File: config.mk
export PLATFORM = sky130hd
export DESIGN_NAME = queue_setup_seq
export DESIGN_NICKNAME = d
export VERILOG_FILES = /design/src/rtl/qss_pkg.sv /design/src/rtl/qss_pin_capture.sv /design/src/rtl/qss_load_timer.sv /design/src/rtl/qss_cfg_calc.sv /design/src/rtl/qss_chain_ctrl.sv /design/src/rtl/queue_setup_seq.sv
export SDC_FILE = /design/constraint.sdc
export NUM_CORES = 1
export LEC_CHECK = 0
export ABC_AREA = 1
export CAP_MARGIN = 20
export CORE_ASPECT_RATIO = 0.9
export CORE_MARGIN = 8
export CORE_UTILIZATION = 40
export DETAILED_ROUTE_END_ITERATION = 8
export GPL_TIMING_DRIVEN = 1
export PLACE_DENSITY = 0.72
export SKIP_CTS_REPAIR_TIMING = 1
export SYNTH_ARGS = -nofsm -noshare
export SYNTH_HDL_FRONTEND = slang
export SYNTH_HIERARCHICAL = 1
export SYNTH_SLANG_ARGS = --single-unit
File: constraint.sdc
create_clock -name clk_i -period 4.6 [get_ports clk_i]
set_input_delay 0.46 -clock clk_i [delete_from_list [all_inputs] [get_ports clk_i]]
set_output_delay 0.46 -clock clk_i [all_outputs]
set_load 0.1 [all_outputs]
File: src/rtl/qss_pkg.sv
package qss_pkg;
  typedef enum logic [1:0] {
    MODE_SERIAL   = 2'd0,
    MODE_DEFAULT  = 2'd1,
    MODE_PARALLEL = 2'd2
  } setup_mode_e;

  typedef enum logic [2:0] {
    PH_IDLE,
    PH_LOAD,
    PH_WAIT,
    PH_DONE,
    PH_SERIAL
  } phase_e;

  localparam logic [2:0] QSEL_WR = 3'b110;
  localparam logic [2:0] QSEL_RD = 3'b111;

  function automatic setup_mode_e decode_mode(input logic dflt, input logic [2:0] qsel);
    if (!dflt) return MODE_SERIAL;
    if (qsel == QSEL_WR || qsel == QSEL_RD) return MODE_PARALLEL;
    return MODE_DEFAULT;
  endfunction
endpackage

File: src/rtl/qss_pin_capture.sv
module qss_pin_capture
  import qss_pkg::*;
#(
  parameter int BM_W = 2
) (
  input  logic            clk_i,
  input  logic            rst_ni,
  input  logic            mrst_i,
  input  logic            dflt_mode_i,
  input  logic [2:0]      qsel_i,
  input  logic            ofs_sel_i,
  input  logic [BM_W-1:0] bm_i,
  output setup_mode_e     mode_o,
  output logic            use_rd_o,
  output logic            ofs_sel_o,
  output logic [BM_W-1:0] bm_o
);
  always_ff @(posedge clk_i or negedge rst_ni) begin
    if (!rst_ni) begin
      mode_o    <= MODE_SERIAL;
      use_rd_o  <= 1'b0;
      ofs_sel_o <= 1'b0;
      bm_o      <= '0;
    end else if (mrst_i) begin
      mode_o    <= decode_mode(dflt_mode_i, qsel_i);
      use_rd_o  <= (qsel_i == QSEL_RD);
      ofs_sel_o <= ofs_sel_i;
      bm_o      <= bm_i;
    end
  end

  // straps only move during master reset
  p_straps_frozen_r2: assert property (@(posedge clk_i) disable iff (!rst_ni)
    !mrst_i |=> ($stable(mode_o) && $stable(ofs_sel_o) && $stable(bm_o)));
endmodule

File: src/rtl/qss_load_timer.sv
module qss_load_timer #(
  parameter int LOAD_CYCLES = 16
) (
  input  logic clk_i,
  input  logic rst_ni,
  input  logic mrst_i,
  output logic first_o,
  output logic last_o
);
  localparam int CW = $clog2(LOAD_CYCLES + 1);
  localparam logic [CW-1:0] LAST = CW'(LOAD_CYCLES - 1);

  logic [CW-1:0] cnt_q;
  logic          active_q;

  assign first_o = active_q && !mrst_i && (cnt_q == '0);
  assign last_o  = active_q && !mrst_i && (cnt_q == LAST);

  always_ff @(posedge clk_i or negedge rst_ni) begin
    if (!rst_ni) begin
      cnt_q    <= '0;
      active_q <= 1'b0;
    end else if (mrst_i) begin
      cnt_q    <= '0;
      active_q <= 1'b1;
    end else if (active_q) begin
      if (cnt_q == LAST) active_q <= 1'b0;
      else               cnt_q    <= cnt_q + 1'b1;
    end
  end

  // one commit per reset release
  p_single_commit_r3: assert property (@(posedge clk_i) disable iff (!rst_ni)
    last_o |=> !last_o);
endmodule

File: src/rtl/qss_cfg_calc.sv
module qss_cfg_calc
  import qss_pkg::*;
#(
  parameter int MAX_QUEUES = 64,
  parameter int MEM_WORDS  = 16384,
  parameter int ADDR_W     = 8,
  parameter int KEY_W      = 3,
  parameter int OFS_W      = 8,
  parameter int OFS_LO     = 8,
  parameter int OFS_HI     = 128,
  parameter int BM_W       = 2
) (
  input  logic              clk_i,
  input  logic              rst_ni,
  input  logic              mrst_i,
  input  setup_mode_e       mode_i,
  input  logic              use_rd_i,
  input  logic              ofs_sel_i,
  input  logic [BM_W-1:0]   bm_i,
  input  logic [ADDR_W-1:0] wr_addr_i,
  input  logic [ADDR_W-1:0] rd_addr_i,
  input  logic              first_i,
  input  logic              commit_i,
  output logic [$clog2(MAX_QUEUES):0] queue_count_o,
  output logic [$clog2(MEM_WORDS):0]  depth_o,
  output logic [OFS_W-1:0]  ofs_o,
  output logic [BM_W-1:0]   bus_mode_o
);
  localparam int LOG_MAXQ = $clog2(MAX_QUEUES);
  localparam int QCW      = LOG_MAXQ + 1;
  localparam int DW       = $clog2(MEM_WORDS) + 1;

  logic [KEY_W-1:0] key_live, key_q, key_req;
  int unsigned      k_eff;
  logic [QCW-1:0]   count_n;
  logic [DW-1:0]    depth_n;

  assign key_live = use_rd_i ? rd_addr_i[KEY_W-1:0] : wr_addr_i[KEY_W-1:0];
  assign key_req  = first_i ? key_live : key_q;

  always_comb begin
    if (mode_i != MODE_PARALLEL)          k_eff = LOG_MAXQ;
    else if (int'(key_req) > LOG_MAXQ)    k_eff = LOG_MAXQ;
    else                                  k_eff = int'(key_req);
    count_n = QCW'(1) << k_eff;
    depth_n = DW'(MEM_WORDS) >> k_eff;
  end

  always_ff @(posedge clk_i or negedge rst_ni) begin
    if (!rst_ni)      key_q <= '0;
    else if (first_i) key_q <= key_live;
  end

  always_ff @(posedge clk_i or negedge rst_ni) begin
    if (!rst_ni) begin
      queue_count_o <= '0;
      depth_o       <= '0;
      ofs_o         <= '0;
      bus_mode_o    <= '0;
    end else if (mrst_i) begin
      queue_count_o <= '0;
      depth_o       <= '0;
      ofs_o         <= '0;
      bus_mode_o    <= '0;
    end else if (commit_i) begin
      queue_count_o <= count_n;
      depth_o       <= depth_n;
      ofs_o         <= ofs_sel_i ? OFS_W'(OFS_HI) : OFS_W'(OFS_LO);
      bus_mode_o    <= bm_i;
    end
  end

  p_mem_split_r4: assert property (@(posedge clk_i) disable iff (!rst_ni)
    (commit_i && !mrst_i) |=> (int'(queue_count_o) * int'(depth_o) == MEM_WORDS));

  p_count_pow2_r5: assert property (@(posedge clk_i) disable iff (!rst_ni)
    (queue_count_o != '0) |-> $onehot(queue_count_o));
endmodule

File: src/rtl/qss_chain_ctrl.sv
module qss_chain_ctrl
  import qss_pkg::*;
(
  input  logic clk_i,
  input  logic rst_ni,
  input  logic mrst_i,
  input  logic last_i,
  input  logic serial_i,
  input  logic chain_in_i,
  output logic chain_out_o
);
  phase_e ph_q;

  always_ff @(posedge clk_i or negedge rst_ni) begin
    if (!rst_ni) begin
      ph_q        <= PH_IDLE;
      chain_out_o <= 1'b1;
    end else if (mrst_i) begin
      ph_q        <= PH_LOAD;
      chain_out_o <= 1'b1;
    end else begin
      unique case (ph_q)
        PH_LOAD: if (last_i) begin
          if (serial_i)         ph_q <= PH_SERIAL;
          else if (!chain_in_i) begin
            ph_q        <= PH_DONE;
            chain_out_o <= 1'b0;
          end else              ph_q <= PH_WAIT;
        end
        PH_WAIT: if (!chain_in_i) begin
          ph_q        <= PH_DONE;
          chain_out_o <= 1'b0;
        end
        default: ;
      endcase
    end
  end

  p_high_in_mrst_r1: assert property (@(posedge clk_i) disable iff (!rst_ni)
    mrst_i |=> chain_out_o);

  p_fall_needs_upstream_r8: assert property (@(posedge clk_i) disable iff (!rst_ni)
    $fell(chain_out_o) |-> $past(!chain_in_i));

  p_hold_while_upstream_r9: assert property (@(posedge clk_i) disable iff (!rst_ni)
    (ph_q == PH_WAIT && chain_in_i && !mrst_i) |=> chain_out_o);

  p_serial_never_done_r11: assert property (@(posedge clk_i) disable iff (!rst_ni)
    (ph_q == PH_SERIAL) |-> chain_out_o);
endmodule

File: src/rtl/queue_setup_seq.sv
module queue_setup_seq
  import qss_pkg::*;
#(
  parameter int LOAD_CYCLES = 16,
  parameter int MAX_QUEUES  = 64,
  parameter int MEM_WORDS   = 16384,
  parameter int ADDR_W      = 8,
  parameter int KEY_W       = 3,
  parameter int OFS_W       = 8,
  parameter int OFS_LO      = 8,
  parameter int OFS_HI      = 128,
  parameter int BM_W        = 2
) (
  input  logic              clk_i,
  input  logic              rst_ni,
  input  logic              mrst_i,
  input  logic              dflt_mode_i,
  input  logic [2:0]        qsel_i,
  input  logic              ofs_sel_i,
  input  logic [BM_W-1:0]   bm_i,
  input  logic [ADDR_W-1:0] wr_addr_i,
  input  logic [ADDR_W-1:0] rd_addr_i,
  input  logic              chain_in_i,
  output logic              chain_out_o,
  output logic [1:0]        mode_o,
  output logic [$clog2(MAX_QUEUES):0] queue_count_o,
  output logic [$clog2(MEM_WORDS):0]  depth_o,
  output logic [OFS_W-1:0]  ofs_o,
  output logic [BM_W-1:0]   bus_mode_o
);
  setup_mode_e     mode;
  logic            use_rd, ofs_sel, first, last, commit;
  logic [BM_W-1:0] bm_cap;

  assign mode_o = mode;
  assign commit = last && (mode != MODE_SERIAL);

  qss_pin_capture #(.BM_W(BM_W)) u_cap (
    .clk_i, .rst_ni, .mrst_i, .dflt_mode_i, .qsel_i, .ofs_sel_i, .bm_i,
    .mode_o(mode), .use_rd_o(use_rd), .ofs_sel_o(ofs_sel), .bm_o(bm_cap)
  );

  qss_load_timer #(.LOAD_CYCLES(LOAD_CYCLES)) u_timer (
    .clk_i, .rst_ni, .mrst_i, .first_o(first), .last_o(last)
  );

  qss_cfg_calc #(
    .MAX_QUEUES(MAX_QUEUES), .MEM_WORDS(MEM_WORDS), .ADDR_W(ADDR_W), .KEY_W(KEY_W),
    .OFS_W(OFS_W), .OFS_LO(OFS_LO), .OFS_HI(OFS_HI), .BM_W(BM_W)
  ) u_cfg (
    .clk_i, .rst_ni, .mrst_i, .mode_i(mode), .use_rd_i(use_rd), .ofs_sel_i(ofs_sel),
    .bm_i(bm_cap), .wr_addr_i, .rd_addr_i, .first_i(first), .commit_i(commit),
    .queue_count_o, .depth_o, .ofs_o, .bus_mode_o
  );

  qss_chain_ctrl u_chain (
    .clk_i, .rst_ni, .mrst_i, .last_i(last), .serial_i(mode == MODE_SERIAL),
    .chain_in_i, .chain_out_o
  );

  p_frozen_after_done_r10: assert property (@(posedge clk_i) disable iff (!rst_ni)
    (!chain_out_o && !mrst_i) |=> ($stable(queue_count_o) && $stable(depth_o)
                                   && $stable(ofs_o) && $stable(bus_mode_o)));
endmodule

==> results of run 1 <==
-- cells in the mapped netlist --
library cell	number
inv_1	25
dfrtp_1	30
ha_1	3
nand2_1	68
a22o_1	3
a21oi_1	2
nor3_2	1
buf_6	1
nand3_1	14
nor2_2	8
nor3_1	3
inv_2	6
nor2_1	13
nand3_4	1
o21ai_2	2
or2_1	2
nand2_2	7
conb_1	1
buf_2	1
or2_2	1
clkinv_1	1
nand3_2	5
buf_4	20
o21ai_1	6
dfstp_2	1
o21ai_0	4
nor3b_1	1
-- critical path, stage by stage --
cell	delay [ps]
clkdlybuf4s50_1	390
buf_4	200
inv_1	180
nand2_1	90
nor3_1	700
inv_1	140
nand2_1	110
nand2_2	70
nor2_2	120
inv_1	80
nand3_1	100
nand2_1	50
-- final cells by class --
class	count	area [µm²]	share of cell area
sequential	31	777	0.345
multi-input combinational	157	777	0.345
timing repair buffer	40	395	0.176
inverter	32	120	0.0534
clock buffer	7	96.3	0.0428
tap	62	77.6	0.0345
clock inverter	1	7.51	0.00334
-- path summary, 6_finish.rpt --
path                                          endpoint  slack (ps)  depth (start not counted)
worst max register to register  u_cfg/queue_count_o[2]        2320                         14
min in group asynchronous               u_cap/use_rd_o         570                          2
worst max-delay path            u_cfg/queue_count_o[2]        2070                         12
worst min-delay path                     u_cap/bm_o[1]         470                          2
worst min register to register           u_cap/bm_o[1]         470                          2
max in group asynchronous          u_chain/chain_out_o        3710                          2
-- registers in the layout, indices dropped and copies added, names as in the netlist --
| register | flops |
|---|---|
| u_chain/chain_out_o | 1 |
| u_cfg/key_q | 3 |
| u_cfg/bus_mode_o | 2 |
| u_cap/mode_o | 2 |
| u_cfg/ofs_o | 2 |
| u_cap/use_rd_o | 1 |
| u_cap/ofs_sel_o | 1 |
| u_cfg/queue_count_o | 6 |
| u_timer/active_q | 1 |
| u_cfg/depth_o | 2 |
| u_chain/ph_q | 3 |
| u_timer/cnt_q | 5 |
| u_cap/bm_o | 2 |
-- logic make-up after synthesis --
family,count (synthesis),synth area share
flip-flops,31,0.433
AO/OA/AOI/OAI,17,0.0578
AND/OR/NAND/NOR,124,0.327
buffers and inverters,54,0.160
adder cells (fa/ha/maj),3,0.0209
other,1,0.00209
-- power by group through the flow --
stage                     clock network [mW]  registers [mW]  logic (mW)
after floorplan                            0           0.374       0.185
after global placement                     0           0.334       0.270
after detailed placement                   0           0.335       0.275
after CTS                              0.242           0.331       0.276
after global routing                   0.254           0.336       0.305
final                                  0.236           0.330       0.275
-- routing by layer --
layer  vias up  global-route usage  share of wire
li1        752                   -              -
met1       665               0.122           0.42
met2        36               0.197           0.49
met3         6              0.0494          0.073
met4         0              0.0481          0.014
met5         -                   0              0
==> results.toml, run 1 <==
[setup_path]
crit_type = "input pin to register"
crit_arrival_ps = 2710
timing.rr.start = "u_timer/cnt_q[0]"
worstPathMaxFanout = 17
required_ps = 4780
worstSetupStartpoint = "mrst_i"
endpoint_kind = "register"
start_kind = "input pin"

[yosys]
yosysTopAreaCellShare = 0.418
yosysSeqAreaShare = 0.433
synthDistinctLibCells = 27
syn_avg_cell_area_um2 = 7.81
synthTopCellsByArea = "dfrtp_1 (42%), nand2_1 (14%), buf_4 (8.4%)"
yosys.area.top_type = "dfrtp_1"
yosys_warnings = 6
synth-seq-cells = 31
syn_area_um2 = 1800
synth_cells = 230

[power_and_ir_drop]
power_mw = 0.841
max-vdd-ir-drop_v = 0.000406
swShare = 0.384
p_clk_frac = 0.281
leakage_nw = 1.07
p_sw_mw = 0.323
combPwrFrac = 0.327
seqPwrFrac = 0.393
p_int_mw = 0.518
power_density_nw_per_um2 = 374

[cells_and_area]
syn_to_final_growth_pct = 25.4
fin_util = 0.515
final.fill_count = 420
final_common_cell = "nand2_1"
fin_area_um2 = 2250
num-nets-final = 297
fin_cells = 330
antenna_cells = 0
drive_gt1_frac = 0.157
final_cell_mix = "nand2_1 (68), clkdlybuf4s50_1 (38), dfrtp_1 (30)"

[grt]
first_global_vias = 1434
antenna_found_initial = 0
overflow = 0
grt_use_total = 0.115
grt_pass1_wl_mm = 6.33
grt_max_degree = 32

[placed_design]
pre_cts_slack_ps = 1790
numPortBuffers = 38
gp_congestion = 0.787
dp_cells = 322
post_dp_cell_area_um2 = 2150
hpwl_mm = 2.86

[sta]
fin_skew_ps = 6.44
whs_ps = 473
worst_pin_slew_ps = 976
setup_viol = 0
setup_ws_ps = 2070
hold_viol_final = 0
slew_headroom = 0.347
drv_slew = 0
finalCritPeriodShare = 0.550
tns_ps = 0
min_period_ps = 2530
rsz0062_at_grt = "false"
max_freq_mhz = 395

[drt]
wl_per_cell_um = 10.9
drtIter0Drc = 32
via_count = 1459
ant_nets = 0
vias_per_cell = 4.42
routed_wl_mm = 3.61
drt_pass1_iterations = 4
route.detailed.drc = 0

[clock_network]
worst_skew_pair.late_latency_ps = 280
cts.htree.levels = 2
clock_tree.buffer_depth = 2
cts_tree = "built"
cts-root-buf = "clkbuf_8"
cts_buffers = 5
clk_pin_slew_ps = 70
numClockSinks = 31

[floorplan]
die_h_um = 79.6
start_util = 0.410
fp-row-count = 23
ios = 62
die_w_um = 86.6
design.die.area_um2 = 6890
coreArea_um2 = 4370

[job]
drv_cap = 0

[worst_hold_path]
hp-start = "u_cap/bm_o[1]"
hold_class = "register to register"

[status]
outcome = "completed"
Power figures use the tool's default switching activity.
==> run 2: changes to the inputs <==
Clock period 4.6 ns to 2.4 ns, I/O delays scaled along.
==> run 2 against run 1 <==
  * Register-to-register slack got worse by 2100 ps
  * Total power increased by 100%
  * Combinational power increased by 91%
  * Utilization decreased by 0.60 points
  * Non-clock buffer count increased by 1
  * Die area unchanged
  * First-iteration DRC count increased by 69%
  * Via count increased by 0.69%
  * Critical path type is now register to register
==> results.toml, run 2 (synthesized netlist as in run 1, its figures left out) <==
[cells_and_area]
multi_input_area_um2 = 785
num-nets-final = 298
largest_reg_flops = 6
syn_to_final_growth_pct = 23.9
drive_gt1_frac = 0.245
final_common_cell = "nand2_1"
top_regs = "u_cfg/queue_count_o x6, u_timer/cnt_q x5"
fin_util = 0.509
top_register = "u_cfg/queue_count_o"
ff_latch_area_um2 = 777
fin_area_um2 = 2220
final_cell_mix = "nand2_1 (68), dfrtp_1 (30), inv_1 (25), buf_4 (25), clkdlybuf4s50_1 (16)"
final.fill_count = 442
antenna_cells = 0

[drt]
wl_met3_um = 272
wl_met2_mm = 1.87
wl_met1_mm = 1.56
ant_nets = 0
via_count = 1469
vias_per_cell = 4.44
routed_wl_mm = 3.74
drt_pass1_iterations = 4
wl_per_cell_um = 11.3
route.detailed.drc = 0
drtIter0Drc = 54
highest_layer = "met4"

[clock_network]
clock_tree.buffer_depth = 2
cts_buffers = 5
worst_skew_pair.late_latency_ps = 280
numClockSinks = 31
cts_tree = "built"
clk_pin_slew_ps = 70
cts-root-buf = "clkbuf_8"
cts.htree.levels = 2

[sta]
tns_ps = 0
worst_pin_slew_ps = 721
hold_viol_final = 0
max_freq_mhz = 459
setup_viol = 0
fin_skew_ps = 3.92
slew_headroom = 0.518
min_period_ps = 2180
drv_slew = 0
rsz0062_at_grt = "false"
setup_ws_ps = 222
finalCritPeriodShare = 0.907

[grt]
first_global_vias = 1482
grt_pass1_wl_mm = 6.41
grt_use_total = 0.116
grt_max_degree = 32
overflow = 0
antenna_found_initial = 0

[setup_path]
crit_arrival_ps = 2400
worstPathMaxFanout = 6
r2r_cells = 14
ff2ff_setup_slack_ps = 220
timing.rr.start = "u_timer/cnt_q[0]"
endpoint_kind = "register"
start_kind = "register"
rr_endpoint = "u_cfg/queue_count_o[2]"
required_ps = 2620
crit_type = "register to register"

[floorplan]
die_h_um = 79.6
start_util = 0.410
die_w_um = 86.6
ios = 62
design.die.area_um2 = 6890
fp-row-count = 23
coreArea_um2 = 4370

[placed_design]
post_dp_cell_area_um2 = 2100
hpwl_mm = 2.91
pre_cts_slack_ps = 147
numPortBuffers = 38
gp_congestion = 0.835

[job]
drv_cap = 0

[power_and_ir_drop]
leakage_nw = 1.13
max-vdd-ir-drop_v = 0.000445
power_density_nw_per_um2 = 761

[status]
outcome = "completed"

[worst_hold_path]
hold_class = "input pin to asynchronous set/reset pin"
[run 2: cell types whose count changed in the layout (fill, tap and decap cells not counted), sizes merged]
cell | previous run | this run
clkinv | 1 | 2
bufinv | 0 | 1
clkdlybuf4s50 | 38 | 16
buf | 2 | 25
clkinvlp | 1 | 0
clkbuf | 7 | 6
[run 2: worst max-delay path by stage]
stage | start | end | cells after the start
after CTS | u_timer/cnt_q[0] | u_cfg/queue_count_o[2] | 14
after global placement | u_timer/cnt_q[0] | u_cfg/queue_count_o[2] | 14
final | u_timer/cnt_q[0] | u_cfg/queue_count_o[2] | 14
after floorplan | u_timer/cnt_q[0] | u_cfg/queue_count_o[2] | 14
after global routing | u_timer/cnt_q[0] | u_cfg/queue_count_o[2] | 14
after detailed placement | u_timer/cnt_q[0] | u_cfg/queue_count_o[2] | 14
[run 2: where the power goes]
part,switching [mW],total [mW],leakage [nW],internal [mW]
Combinational,0.382,0.526,0.666,0.144
Sequential,0.0481,0.634,0.404,0.586
Clock,0.196,0.531,0.0612,0.336
[run 2: critical path, cell delays in order (launching register included)]
cell      delay (ps)
dfrtp_1          380
ha_1             150
inv_1             60
nor3_1           230
ha_1             200
inv_1             80
nor2_1           190
inv_1             80
nor2_2           150
inv_1             80
nor2_4           180
nand3_2          120
clkinv_1          80
nand3_1           80
nand2_1           60
[run 2: area by class of cell]
| class | count | area share |
|---|---|---|
| multi-input combinational | 157 | 0.353 |
| sequential | 31 | 0.349 |
| timing repair buffer | 41 | 0.156 |
| inverter | 32 | 0.0540 |
| clock buffer | 6 | 0.0371 |
| tap | 62 | 0.0349 |
| clock inverter | 2 | 0.0157 |
[run 2: metrics by stage]
| stage | total power, mW | hold slack [ps] | instances |
|---|---|---|---|
| after floorplan | 1.07 | -55.6 | 242 |
| after global placement | 1.16 | 456 | 323 |
| after detailed placement | 1.17 | 467 | 323 |
| after CTS | 1.71 | 346 | 331 |
| after global routing | 1.80 | 383 | 331 |
| final | 1.69 | 341 | 331 |
[run 2: metal layers]
layer,global-route usage,up-vias
li1,-,755
met1,0.118,677
met2,0.207,32
met3,0.0514,5
met4,0.0395,0
met5,0,-
==> run 3: changes to the inputs <==
Clock period 2.4 ns to 2.8 ns, I/O delays scaled along.
==> run 3 against run 2 <==
  * Setup slack improved by 240 ps
  * Largest power group unchanged
  * Highest routed layer unchanged
  * Final cell count did not move
  * Global-route usage fell by 0.32 points
  * Via count barely moved
  * Largest cell class is now flip-flops and latches
  * Count of clock-buffer cells in the layout did not move
  * Critical path depth did not move
  * Critical path type unchanged
  * Sequential share of layout area rose by 0.12 points
  * Clock skew rose by 0.92 ps
  * Register-to-register slack improved by 240 ps
  * Non-clock buffer count did not move
  * Wire length fell by 2.3%
==> results.toml, run 3 (synthesized netlist as in run 1, its figures left out) <==
[status]
outcome = "completed"

[floorplan]
design.die.area_um2 = 6890
fp-row-count = 23
die_w_um = 86.6
coreArea_um2 = 4370
die_h_um = 79.6
ios = 62
start_util = 0.410

[sta]
min_period_ps = 2340
setup_viol = 0
max_freq_mhz = 428
drv_slew = 0
slew_headroom = 0.573
worst_pin_slew_ps = 638
hold_viol_final = 0
tns_ps = 0
setup_ws_ps = 461
finalCritPeriodShare = 0.835
fin_skew_ps = 4.84
rsz0062_at_grt = "false"

[setup_path]
crit_arrival_ps = 2570
endpoint_kind = "register"
required_ps = 3030
worstPathMaxFanout = 6
critPathMaxStageDelay_ps = 390
crit_chain = "ha_1, inv_1, nor3_1, ha_1, inv_1, nor2_1, inv_1, nor2_1, inv_1, nor2_2, nand3_2, clkinv_1, nand3_1, nand2_1"
crit_buf_inv = 5
start_kind = "register"
crit_type = "register to register"
path_delay_family = "simple AND/OR/NAND/NOR gates"
crit_top_cell = "inv_1"
r2r_cells = 14
ff2ff_setup_slack_ps = 460
timing.rr.start = "u_timer/cnt_q[0]"
worst_path_max_delay_cell = "dfrtp_1"
rr_endpoint = "u_cfg/queue_count_o[2]"

[power_and_ir_drop]
power_density_nw_per_um2 = 653
leakage_nw = 1.13
power_mw = 1.45
max-vdd-ir-drop_v = 0.000520

[cells_and_area]
antenna_cells = 0
drive_gt1_frac = 0.242
top_regs = "u_cfg/queue_count_o x6, u_timer/cnt_q x5"
final.fill_count = 450
fin_util = 0.507
final_common_cell = "nand2_1"
largest_reg_flops = 6
final_cell_mix = "nand2_1 (68), dfrtp_1 (30), inv_1 (25), buf_4 (25), clkdlybuf4s50_1 (16)"
num-nets-final = 298
fin_area_um2 = 2220
top_register = "u_cfg/queue_count_o"
syn_to_final_growth_pct = 23.5

[grt]
antenna_found_initial = 0
first_global_vias = 1418
overflow = 0
grt_max_degree = 32
grt_use_total = 0.113
grt_pass1_wl_mm = 6.18

[clock_network]
clock_tree.buffer_depth = 2
cts-root-buf = "clkbuf_8"
worst_skew_pair.late_latency_ps = 290
clk_pin_slew_ps = 70
numClockSinks = 31
cts_tree = "built"
cts_buffers = 5
cts.htree.levels = 2

[drt]
route.detailed.drc = 0
drtIter0Drc = 56
via_count = 1470
routed_wl_mm = 3.66
ant_nets = 0
drt_pass1_iterations = 4
wl_per_cell_um = 11.0
vias_per_cell = 4.44

[worst_hold_path]
hold_class = "input pin to asynchronous set/reset pin"

[placed_design]
numPortBuffers = 38
gp_congestion = 0.849
hpwl_mm = 2.87
post_dp_cell_area_um2 = 2100
pre_cts_slack_ps = 454

[job]
drv_cap = 0
[run 3: layer usage]
metal  vias to the layer above  GRT usage  share of wire
li1                        751          -              -
met4                         0     0.0412          0.011
met3                         6     0.0514          0.075
met5                         -          0              0
met1                       678      0.118           0.41
met2                        35      0.194           0.50
[run 3: worst register-to-register path, stage by stage (launching register included)]
cell,delay (ps)
dfrtp_1,390
ha_1,160
inv_1,70
nor3_1,200
ha_1,170
inv_1,70
nor2_1,180
inv_1,60
nor2_1,250
inv_1,100
nor2_2,260
nand3_2,140
clkinv_1,80
nand3_1,90
nand2_1,60
[run 3: where the power goes]
group          switching [mW]  internal [mW]  leakage, nW
clock                   0.170          0.288       0.0612
combinational           0.324          0.124        0.666
sequential             0.0390          0.502        0.404
total                   0.533          0.914         1.13
[run 3: stage by stage]
step	cells	hold slack, ps
finish	331	385
global route	331	442
CTS	331	406
detailed placement	323	464
global placement	323	456
floorplan	242	-15.6
[run 3: how the worst max path moves through the flow]
| stage | slack [ps] | start | depth (start not counted) | to |
|---|---|---|---|---|
| 2_1_floorplan | 880 | u_timer/cnt_q[0] | 14 | u_cfg/queue_count_o[2] |
| 3_3_place_gp | 570 | u_timer/cnt_q[0] | 14 | u_cfg/queue_count_o[2] |
| 3_5_place_dp | 450 | u_timer/cnt_q[0] | 14 | u_cfg/queue_count_o[2] |
| 4_1_cts | 430 | u_timer/cnt_q[0] | 14 | u_cfg/queue_count_o[2] |
| 5_1_grt | 180 | u_timer/cnt_q[0] | 14 | u_cfg/queue_count_o[2] |
| 6_report | 460 | u_timer/cnt_q[0] | 14 | u_cfg/queue_count_o[2] |
[run 3: layout make-up]
class,count,area (µm²),share of cell area
inverters,32,120,0.0542
multi-input cells,157,777,0.350
clock buffers,6,82.6,0.0372
clock inverters,2,35.0,0.0158
well taps,62,77.6,0.0350
flip-flops and latches,31,777,0.350
repair buffers,41,348,0.157
